$ cat src/rtl/llc_evb_pkg.sv
package llc_evb_pkg;
  // register map layout: control word, then count word, per counter
  localparam int unsigned EVB_BASE     = 'hA8;
  localparam int unsigned EVB_STRIDE   = 8;
  localparam int unsigned EVB_DATA_OFS = 4;
  localparam int unsigned EVB_IDX_LSB  = 3;
  // selector field inside the control word
  localparam int unsigned EVB_SEL_LSB  = 3;
  localparam int unsigned EVB_SEL_W    = 5;
endpackage

$ cat src/rtl/llc_evb_decode.sv
module llc_evb_decode
  import llc_evb_pkg::*;
#(
  parameter int unsigned ADDR_W  = 12,
  parameter int unsigned NUM_CNT = 4
) (
  input  logic              clk,
  input  logic              rst,
  input  logic [ADDR_W-1:0] addr,
  output logic [NUM_CNT-1:0] ctrl_hit,
  output logic [NUM_CNT-1:0] data_hit
);
  localparam int unsigned IDX_W   = (NUM_CNT > 1) ? $clog2(NUM_CNT) : 1;
  localparam int unsigned SPAN    = NUM_CNT * EVB_STRIDE;

  logic [ADDR_W-1:0] off;
  logic              in_map;
  logic [IDX_W-1:0]  idx;
  logic              is_data;

  always_comb begin
    off     = addr - ADDR_W'(EVB_BASE);
    in_map  = (addr >= ADDR_W'(EVB_BASE)) && (off < ADDR_W'(SPAN)) &&
              (addr[1:0] == 2'b00);
    idx     = off[EVB_IDX_LSB +: IDX_W];
    is_data = off[2];
  end

  for (genvar g = 0; g < NUM_CNT; g++) begin : g_sel
    assign ctrl_hit[g] = in_map && !is_data && (idx == IDX_W'(g));
    assign data_hit[g] = in_map &&  is_data && (idx == IDX_W'(g));
  end

  // an address selects at most one register
  assert_single_select_R2: assert property (@(posedge clk) disable iff (rst)
    $onehot0({ctrl_hit, data_hit}));
endmodule

$ cat src/rtl/llc_evb_counter.sv
module llc_evb_counter
  import llc_evb_pkg::*;
#(
  parameter int unsigned DATA_W  = 32,
  parameter int unsigned NUM_EVT = 24
) (
  input  logic               clk,
  input  logic               rst,
  input  logic               ctrl_we,
  input  logic               data_we,
  input  logic [DATA_W-1:0]  wdata,
  input  logic [NUM_EVT-1:0] strobe,
  output logic [DATA_W-1:0]  ctrl_q,
  output logic [DATA_W-1:0]  cnt_q
);
  localparam int unsigned SEL_SPAN = 1 << EVB_SEL_W;

  logic [EVB_SEL_W-1:0] sel;
  logic [SEL_SPAN-1:0]  strobe_pad;
  logic                 armed;
  logic                 sel_ok;
  logic                 bump;

  always_comb begin
    strobe_pad              = '0;
    strobe_pad[NUM_EVT-1:0] = strobe;
    sel    = ctrl_q[EVB_SEL_LSB +: EVB_SEL_W];
    armed  = (ctrl_q != '0);
    sel_ok = (int'(sel) < NUM_EVT);
    bump   = armed && sel_ok && strobe_pad[sel];
  end

  always_ff @(posedge clk) begin
    if (rst) begin
      ctrl_q <= '0;
    end else if (ctrl_we) begin
      ctrl_q <= wdata;
    end
  end

  always_ff @(posedge clk) begin
    if (rst) begin
      cnt_q <= '0;
    end else if (data_we) begin
      cnt_q <= wdata;
    end else if (bump) begin
      cnt_q <= cnt_q + 1'b1;
    end
  end

  // a count write lands regardless of a same-cycle event
  assert_write_load_R7: assert property (@(posedge clk) disable iff (rst)
    data_we |=> (cnt_q == $past(wdata)));
  // a disarmed counter holds its count
  assert_disarmed_hold_R5: assert property (@(posedge clk) disable iff (rst)
    (!data_we && !ctrl_we && ctrl_q == '0) |=> $stable(cnt_q));
  // a selector past the event range never counts
  assert_bad_sel_hold_R6: assert property (@(posedge clk) disable iff (rst)
    (!data_we && !sel_ok) |=> $stable(cnt_q));
  // a selected strobe adds exactly one
  assert_step_one_R4: assert property (@(posedge clk) disable iff (rst)
    (!data_we && armed && sel_ok && strobe_pad[sel]) |=> (cnt_q == $past(cnt_q) + 1'b1));
endmodule

$ cat src/rtl/llc_evb_rdmux.sv
module llc_evb_rdmux #(
  parameter int unsigned DATA_W  = 32,
  parameter int unsigned NUM_CNT = 4
) (
  input  logic                           clk,
  input  logic                           rst,
  input  logic                           rd_en,
  input  logic [NUM_CNT-1:0]             ctrl_hit,
  input  logic [NUM_CNT-1:0]             data_hit,
  input  logic [NUM_CNT-1:0][DATA_W-1:0] ctrl_words,
  input  logic [NUM_CNT-1:0][DATA_W-1:0] cnt_words,
  output logic [DATA_W-1:0]              rdata
);
  logic [DATA_W-1:0] pick;

  always_comb begin
    pick = '0;
    for (int i = 0; i < NUM_CNT; i++) begin
      if (ctrl_hit[i]) pick = pick | ctrl_words[i];
      if (data_hit[i]) pick = pick | cnt_words[i];
    end
  end

  always_ff @(posedge clk) begin
    if (rst) begin
      rdata <= '0;
    end else if (rd_en) begin
      rdata <= pick;
    end
  end

  // a read outside the map returns zero
  assert_unmapped_zero_R10: assert property (@(posedge clk) disable iff (rst)
    (rd_en && ctrl_hit == '0 && data_hit == '0) |=> (rdata == '0));
  // read data holds between reads
  assert_rdata_hold_R9: assert property (@(posedge clk) disable iff (rst)
    !rd_en |=> $stable(rdata));
endmodule

$ cat src/rtl/llc_event_bank.sv
module llc_event_bank #(
  parameter int unsigned ADDR_W  = 12,
  parameter int unsigned DATA_W  = 32,
  parameter int unsigned NUM_CNT = 4,
  parameter int unsigned NUM_EVT = 24
) (
  input  logic               clk,
  input  logic               rst,
  input  logic               bus_wr,
  input  logic               bus_rd,
  input  logic [ADDR_W-1:0]  bus_addr,
  input  logic [DATA_W-1:0]  bus_wdata,
  output logic [DATA_W-1:0]  bus_rdata,
  input  logic [NUM_EVT-1:0] evt_strobe
);
  logic [NUM_CNT-1:0]             ctrl_hit;
  logic [NUM_CNT-1:0]             data_hit;
  logic [NUM_CNT-1:0][DATA_W-1:0] ctrl_words;
  logic [NUM_CNT-1:0][DATA_W-1:0] cnt_words;

  llc_evb_decode #(
    .ADDR_W (ADDR_W),
    .NUM_CNT(NUM_CNT)
  ) u_dec (
    .clk     (clk),
    .rst     (rst),
    .addr    (bus_addr),
    .ctrl_hit(ctrl_hit),
    .data_hit(data_hit)
  );

  for (genvar g = 0; g < NUM_CNT; g++) begin : g_cnt
    llc_evb_counter #(
      .DATA_W (DATA_W),
      .NUM_EVT(NUM_EVT)
    ) u_cnt (
      .clk    (clk),
      .rst    (rst),
      .ctrl_we(bus_wr && ctrl_hit[g]),
      .data_we(bus_wr && data_hit[g]),
      .wdata  (bus_wdata),
      .strobe (evt_strobe),
      .ctrl_q (ctrl_words[g]),
      .cnt_q  (cnt_words[g])
    );
  end

  llc_evb_rdmux #(
    .DATA_W (DATA_W),
    .NUM_CNT(NUM_CNT)
  ) u_rd (
    .clk       (clk),
    .rst       (rst),
    .rd_en     (bus_rd),
    .ctrl_hit  (ctrl_hit),
    .data_hit  (data_hit),
    .ctrl_words(ctrl_words),
    .cnt_words (cnt_words),
    .rdata     (bus_rdata)
  );
endmodule

$ cat config.mk
export PLATFORM = sky130hd
export DESIGN_NAME = llc_event_bank
export DESIGN_NICKNAME = d
export VERILOG_FILES = /design/src/rtl/llc_evb_pkg.sv /design/src/rtl/llc_evb_decode.sv /design/src/rtl/llc_evb_counter.sv /design/src/rtl/llc_evb_rdmux.sv /design/src/rtl/llc_event_bank.sv
export SDC_FILE = /design/constraint.sdc
export NUM_CORES = 1
export LEC_CHECK = 0
export BUFFER_PORTS_ARGS = -buffer_cell sky130_fd_sc_hd__buf_2
export CORE_MARGIN = 4
export CORE_UTILIZATION = 30
export CTS_CLUSTER_SIZE = 30
export DETAILED_ROUTE_END_ITERATION = 7
export PLACE_DENSITY = 0.46
export SETUP_SLACK_MARGIN = 0.2
export SLEW_MARGIN = 0
export SYNTH_ARGS = -nofsm -noshare
export SYNTH_HDL_FRONTEND = slang
export SYNTH_SLANG_ARGS = --single-unit
$ cat constraint.sdc
create_clock -name clk -period 4.9 [get_ports clk]
set_input_delay 0.245 -clock clk [delete_from_list [all_inputs] [get_ports clk]]
set_output_delay 0.245 -clock clk [all_outputs]
set_load 0.03 [all_outputs]
==> out/results.txt, run 1 <==
Critical path origin - g_cnt[2].u_cnt.ctrl_q[5]
Root Buffer - clkbuf_16
row count - 83
ys async rst share - 0%
crit-path cells - mux2i_1 > mux4_2 > a222oi_1 > nand4_1 > or4_1 > a31oi_1
Synth Area in Adders - 0.3227%
DR DRC count - 6
buffer depth of the longest clock path - 3
Syn Nets - 2,081
top_reg_cell synth - dfxtp_1
Post-Synth XOR/XNOR Area - 1.863%
Area Growth Syn to Fin - 14.04%
largest net degree at the start of global routing - 65
TritonCTS clock tree - done
flops & latches, synth - 288
fin crit share - 74.40%
Slew Viols, Final - 0
Syn Area/Cell - 7.736 µm²
Post-synth EDFFs - 0
crit path time final - 3645 ps
Peak supply drop - 0.1625 mV
critical path endpoint category - flop
antenna viol nets, final - 0
main combinational cell family by area after synthesis - simple AND/OR/NAND/NOR gates
CP max-delay cell - dfxtp_1
Clock transition at path regs - 60 ps
number of DRC markers in iteration 0 - 2,021
Reg2Reg Launch Point - g_cnt[2].u_cnt.ctrl_q[5]
layout net count - 2,081
Worst EP arrival - 4120 ps
Inserted Clock Buffers - 36
critical path startpoint category - flop
Max-Cap Viols - 0
CTS H-tree lvls - 2
Synth Area in Simple Gates - 26.31%
all-layer global routing usage - 23.32%
initial antenna violation count - 5
complex-gate fraction of the synthesized area - 25.01%
Hold Crit Endpoint - g_cnt[1].u_cnt.ctrl_q[14]
Slew HR - 8.364%
failing checks - design-rule violations
full die area - 0.05541 mm²
Tot Pwr - 5.371 mW
Horiz. Die Dim - 235.4 µm
CP Max Fanout - 19
post-synthesis mux area share - 4.235%
gpl congestion - 0.8829
WL per Instance - 25.19 µm
commonest non-fill, non-tap cell in the layout - nand2_1
I/O pins - 104
post-DR vias/cell - 6.049
DRT Wirelength - 68,250 µm
YS warnings - 0
Post-Syn Area - 0.01551 mm²
post-cts sizing count - 0
die height - 235.4 µm
Hold WC Path Type - in2reg
CTS Hold Bufs - 0
Pleak - 5.448 nW
Pre-antenna DRT Iters - 8
Hold Path Depth - 3
Final Hold Fails - 0
layout cells sized above 1 - 11.59%
Fin Clk Skew - 28.96 ps
detailed placement HPWL - 47,780 µm
sequential area share after synthesis - 37.17%
reg2reg path depth - 6
worst slew pin tran - 1371 ps
Initial Util - 30.24%
hold path startpoint - bus_wdata[14]
fmax - 274.3 MHz
most frequent cells in the layout - nand2_1, dfxtp_1, a21oi_1
routed vias - 16,390
port bufs - 103
kind of critical path - reg2reg
CTS sink cnt - 288
first-pass GRT wire length - 100,100 µm
synthesized instance count - 2,005
Unique masters post-synth - 66
number of global-route vias before repair - 14,540
flop2flop setup slack - 1250 ps
Final setup viols - 0
clk_lat worst skew - 560 ps
Pwr Density - 303.7 mW/mm²
Critical Path RT - 5370 ps
outcome - complete, but fails checks
Core Box Area - 0.05130 mm²
Setup Buffers After CTS - 0
grt ovf - 0
RSZ-0062 raised after global routing - no
Reg-to-Reg End - g_cnt[2].u_cnt.cnt_q[23]
Critical Path Max Stage Delay - 800 ps
setup TNS - 0 ps
==> logic make-up (layout without fill, tap and decap cells) <==
family / count (synthesis) / count (layout)
xor gates and xnor gates: 33 / 33
DFF: 288 / 288
adders and majority gates: 4 / 4
buffers and inverters: 198 / 220
AOI/OAI and AO/OA: 600 / 600
and+or+nand+nor: 836 / 836
muxes: 46 / 46
other: 0 / 2
==> state kept, by name, summed over array words and instances (netlist names) <==
signal / count
u_rd.rdata: 32
g_cnt.u_cnt.cnt_q: 128
g_cnt.u_cnt.ctrl_q: 128
==> worst max-delay path, delay by kind of cell (launching register included) <==
family	cells	cell delay (ps)
AOI/OAI and AO/OA	2	750
DFF	1	800
and+or+nand+nor	2	1350
muxes	2	660
==> how the worst max path moves through the flow <==
stage                                      endpoint  slack, ps  depth (start not counted)
after detailed placement   g_cnt[2].u_cnt.cnt_q[23]       1380                          6
final                      g_cnt[2].u_cnt.cnt_q[23]       1250                          6
after global routing       g_cnt[2].u_cnt.cnt_q[15]       1030                          6
after global placement    g_cnt[1].u_cnt.ctrl_q[24]       1420                          8
after CTS                  g_cnt[2].u_cnt.cnt_q[23]       1330                          6
after floorplan            g_cnt[3].u_cnt.cnt_q[25]       2230                          8
==> report_power, final <==
group	leakage [nW]	switching, mW	internal (mW)
sequential	2.32	0.0177	2.36
combinational	2.55	0.235	0.0812
clock	0.571	1.10	1.58
total	5.45	1.35	4.02
==> metal layers <==
layer  track usage (%)  up-vias  routed length (µm)
li1                  -     7584                   -
met1             33.42     7992               30890
met2             35.54      692               30290
met3             3.292      118                4553
met4             8.970        2                2498
met5                 0        -                  11
==> area by class of cell <==
class,instances,area (µm²)
flip-flops and latches,288,5766
fillers,5429,33610
clock buffers,53,1087
repair buffers,139,792.0
inverters,21,80.08
diodes,2,5.005
well taps,680,850.8
clock inverters,7,73.82
multi-input cells,1519,9034
==> cells in the mapped netlist (all sizes together) (26+ instances only) <==
| master | count | area share [%] |
|---|---|---|
| or3 | 33 | 1.3 |
| clkbuf | 151 | 3.7 |
| a221oi | 32 | 1.8 |
| o31ai | 40 | 1.9 |
| nand3 | 92 | 3.0 |
| a21oi | 167 | 5.4 |
| a222oi | 33 | 2.1 |
| or4 | 42 | 2.1 |
| buf | 26 | 0.91 |
| dfxtp | 288 | 37 |
| nor4 | 60 | 2.5 |
| and3 | 29 | 1.2 |
| o21ai | 131 | 4.2 |
| nor2 | 62 | 1.5 |
| a22oi | 34 | 1.6 |
| a31oi | 80 | 3.2 |
| nand2 | 393 | 9.5 |
| nand4 | 51 | 2.1 |
==> per-stage QoR <==
step                      cells  setup WS, ps  cell area, µm²  hold WS (ps)  util, %
after global placement     2647          1424           16520         454.6    32.21
after detailed placement   2647          1383           16520         464.1    32.21
after floorplan            2005          2226           15510         377.8        -
after CTS                  2707          1332           17680         52.36    34.47
final                      2709          1255           17690         71.57    34.48
after global routing       2709          1029           17690         73.27    34.48
(Power assumes the default switching activity.)
==> inputs of run 2 (changes only) <==
--- a/config.mk
+++ b/config.mk
@@ -5,12 +5,13 @@
 export SDC_FILE = /design/constraint.sdc
 export NUM_CORES = 1
 export LEC_CHECK = 0
+export ABC_AREA = 1
 export BUFFER_PORTS_ARGS = -buffer_cell sky130_fd_sc_hd__buf_2
 export CORE_MARGIN = 4
 export CORE_UTILIZATION = 30
 export CTS_CLUSTER_SIZE = 30
 export DETAILED_ROUTE_END_ITERATION = 7
-export PLACE_DENSITY = 0.46
+export PLACE_DENSITY = 0.48
 export SETUP_SLACK_MARGIN = 0.2
 export SLEW_MARGIN = 0
 export SYNTH_ARGS = -nofsm -noshare
==> constraint.sdc (replaced) <==
create_clock -name clk -period 3 [get_ports clk]
set_input_delay 0.15 -clock clk [delete_from_list [all_inputs] [get_ports clk]]
set_output_delay 0.15 -clock clk [all_outputs]
set_load 0.03 [all_outputs]
==> run 2 against run 1 <==
Net effect: the flow now finishes without violations; die area is 20% higher; count of clock-buffer cells in the layout is 5 higher; sequential share of layout area is 6.0 points lower; combinational power is 110% higher; register-to-register slack worse by 580 ps; worst hold slack worse by 38 ps; synthesized cell count is 60% higher; clock skew is 6.1 ps lower; non-clock buffer count is 45 higher; core utilization is 0.56 points higher; flip-flop and latch count stayed put; highest routed layer unchanged.
==> out/results.txt, run 2 <==
clk_lat worst skew - 580 ps (was 560 ps)
Core Box Area - 0.06183 mm² (was 0.05130 mm²)
post-cts sizing count - 0 (unchanged)
die height - 258.3 µm (was 235.4 µm)
CP max-delay cell - dfxtp_1 (unchanged)
CP Max Fanout - 32 (was 19)
port bufs - 103 (unchanged)
Root Buffer - clkbuf_16 (unchanged)
Unique masters post-synth - 30 (was 66)
area post-placement - 0.02020 mm² (was 0.01652 mm²)
critical path endpoint category - flop (unchanged)
Critical Path Max Stage Delay - 460 ps (was 800 ps)
setup TNS - 0 ps (unchanged)
row count - 91 (was 83)
RSZ-0062 raised after global routing - no (unchanged)
crit path time final - 2328 ps (was 3645 ps)
TritonCTS clock tree - done (unchanged)
Inserted Clock Buffers - 38 (was 36)
initial antenna violation count - 6 (was 5)
antenna viol nets, final - 0 (unchanged)
design area - 0.02166 mm² (was 0.01769 mm²)
buffer depth of the longest clock path - 3 (unchanged)
most frequent CP cell - nand2_1
detailed placement HPWL - 64,850 µm (was 47,780 µm)
largest net degree at the start of global routing - 121 (was 65)
all-layer global routing usage - 25.51% (was 23.32%)
Slew Viols, Final - 0 (unchanged)
most common cell in the netlist - nand2_1 (unchanged)
I/O pins - 104 (unchanged)
kind of critical path - reg2reg (unchanged)
Pre-antenna DRT Iters - 6 (was 8)
Initial Util - 30.40% (was 30.24%)
top_reg_cell synth - dfxtp_1 (unchanged)
grt ovf - 0 (unchanged)
Pleak - 8.436 nW (was 5.448 nW)
gpl congestion - 0.9411 (was 0.8829)
Worst EP arrival - 2740 ps (was 4120 ps)
Syn Nets - 3,278 (was 2,081)
YS warnings - 0 (unchanged)
leading cell types by count after synthesis - nand2_1, nand3_1, nor2_1 (was nand2_1, dfxtp_1, a21oi_1)
Area Growth Syn to Fin - 15.28% (was 14.04%)
commonest non-fill, non-tap cell in the layout - nand2_1 (unchanged)
number of global-route vias before repair - 19,180 (was 14,540)
Clock transition at path regs - 60 ps (about the same)
Horiz. Die Dim - 258.3 µm (was 235.4 µm)
number of DRC markers in iteration 0 - 2,188 (was 2,021)
Fin Clk Skew - 22.85 ps (was 28.96 ps)
layout net count - 3,311 (was 2,081)
worst slew pin tran - 1196 ps (was 1371 ps)
Final setup viols - 0 (unchanged)
Post-synth EDFFs - 0 (unchanged)
Max-Cap Viols - 0 (unchanged)
Syn Area/Cell - 5.869 µm² (was 7.736 µm²)
post-DR vias/cell - 5.211 (was 6.049)
synthesized instance count - 3,202 (was 2,005)
largest cells by area after synthesis - dfxtp_1, nand2_1, nand3_1 (was dfxtp_1, nand2_1, a21oi_1)
Synth top area share - 30.68% (was 37.17%)
CTS sink cnt - 288 (unchanged)
crit path buf inv count - 3 (was 0)
WL per Instance - 21.52 µm (was 25.19 µm)
biggest area consumer among synthesized cells - dfxtp_1 (unchanged)
critical path startpoint category - flop (unchanged)
outcome - complete, no violations (was complete, but fails checks)
Post-Syn Area - 0.01879 mm² (was 0.01551 mm²)
Final Hold Fails - 0 (unchanged)
Hold WC Path Type - in2reg (unchanged)
routed vias - 21,370 (was 16,390)
ys async rst share - 0% (unchanged)
first-pass GRT wire length - 129,500 µm (was 100,100 µm)
layout cells sized above 1 - 7.544% (was 11.59%)
post-layout util - 35.04% (was 34.48%)
DR DRC count - 0 (was 6)
leading registers by flop count - g_cnt.u_cnt.cnt_q (128), g_cnt.u_cnt.ctrl_q (128), u_rd.rdata (32) (unchanged)
Peak supply drop - 0.3838 mV (was 0.1625 mV)
DRT Wirelength - 88,260 µm (was 68,250 µm)
fmax - 429.5 MHz (was 274.3 MHz)
crit-path cells - clkinv_1 > a21oi_1 > o21ai_0 > nand3_1 > nand2_1 > nand2_1 > nand2_1 > nand2_1 > buf_4 > nand2_2 > buf_12 > nand2_1 > a21oi_1 (was mux2i_1 > mux4_2 > a222oi_1 > nand4_1 > or4_1 > a31oi_1)
crit-path leading delay family - buffers and inverters (was simple AND/OR/NAND/NOR gates)
Pwr Density - 429.5 mW/mm² (was 303.7 mW/mm²)
Slew HR - 20.29% (was 8.364%)
most frequent cells in the layout - nand2_1, nand3_1, nor2_1 (was nand2_1, dfxtp_1, a21oi_1)
fin crit share - 77.61% (was 74.40%)
CTS H-tree lvls - 2 (unchanged)
sequential area share after synthesis - 30.68% (was 37.17%)
full die area - 0.06671 mm² (was 0.05541 mm²)
Critical Path RT - 3410 ps (was 5370 ps)
flops & latches, synth - 288 (unchanged)
## run 2: cell count changes after synthesis, sizes merged, moves of 42 or more
cell	change
a31oi	-80
nor4	-58
or4	-42
inv	+180
nand3	+398
a21oi	+104
o21ai	+98
nand2	+523
nor2	+365
## run 2: repair_timing
item,CTS,global route
endpoints found under the hold margin,39,0
hold buffers,18,0
setup buffers,0,0
## run 2: area by class of cell
cell class | count | area, µm²
antenna | 3 | 7.507
inverter | 203 | 762.0
tap | 837 | 1047
clock buffer | 58 | 1160
fill | 7008 | 40160
clock inverter | 8 | 115.1
multi-input combinational | 2520 | 11520
timing repair buffer | 184 | 1287
sequential | 288 | 5766
## run 2: metrics by stage
step                worst slack (ps)  hold slack (ps)  power [mW]  instances
floorplan                       1277            293.2       4.222       3202
global placement               530.9            459.0       4.577       4014
detailed placement             452.6            461.0       4.573       4014
CTS                            701.9            5.254       9.388       4098
global route                   421.2            24.36       9.563       4098
finish                         671.6            33.69       9.306       4101
## run 2: per-layer routing
| layer | track usage, % | share of wire, % |
|---|---|---|
| met3 | 3.215 | 7.2 |
| met4 | 8.051 | 3.3 |
| met2 | 38.50 | 42 |
| met1 | 37.76 | 47 |
| met5 | 0 | 0.015 |
## run 2: where the power goes
part           switching, mW  internal, mW
Combinational          0.509         0.147
Sequential            0.0232          3.85
Clock                   1.87          2.91
Total                   2.40          6.90
## run 2: worst paths after layout
| check | start | to | slack (ps) | depth (start not counted) |
|---|---|---|---|---|
| setup / recovery | g_cnt[2].u_cnt.ctrl_q[4] | g_cnt[2].u_cnt.cnt_q[1] | 670 | 13 |
| hold / removal | bus_wdata[3] | g_cnt[1].u_cnt.ctrl_q[3] | 30 | 3 |
| setup reg to reg | g_cnt[2].u_cnt.ctrl_q[4] | g_cnt[2].u_cnt.cnt_q[1] | 670 | 13 |
| hold reg to reg | g_cnt[3].u_cnt.ctrl_q[17] | g_cnt[3].u_cnt.ctrl_q[17] | 470 | 2 |
## run 2: worst register-to-register path, cell delays in order (launching register included)
cell and delay (ps):
dfxtp_1 460, clkinv_1 370, a21oi_1 220, o21ai_0 110, nand3_1 80, nand2_1 70, nand2_1 60, nand2_1 40
nand2_1 120, buf_4 240, nand2_2 90, buf_12 190, nand2_1 80, a21oi_1 60
## run 2: cells by family after synthesis
kind of cell,Yosys count,share of synthesized area (%)
xor+xnor,77,3.589
compound gates,507,13.60
flops,288,30.68
buf+inv,394,8.249
simple gates,1932,43.62
fa+ha+maj,4,0.2663
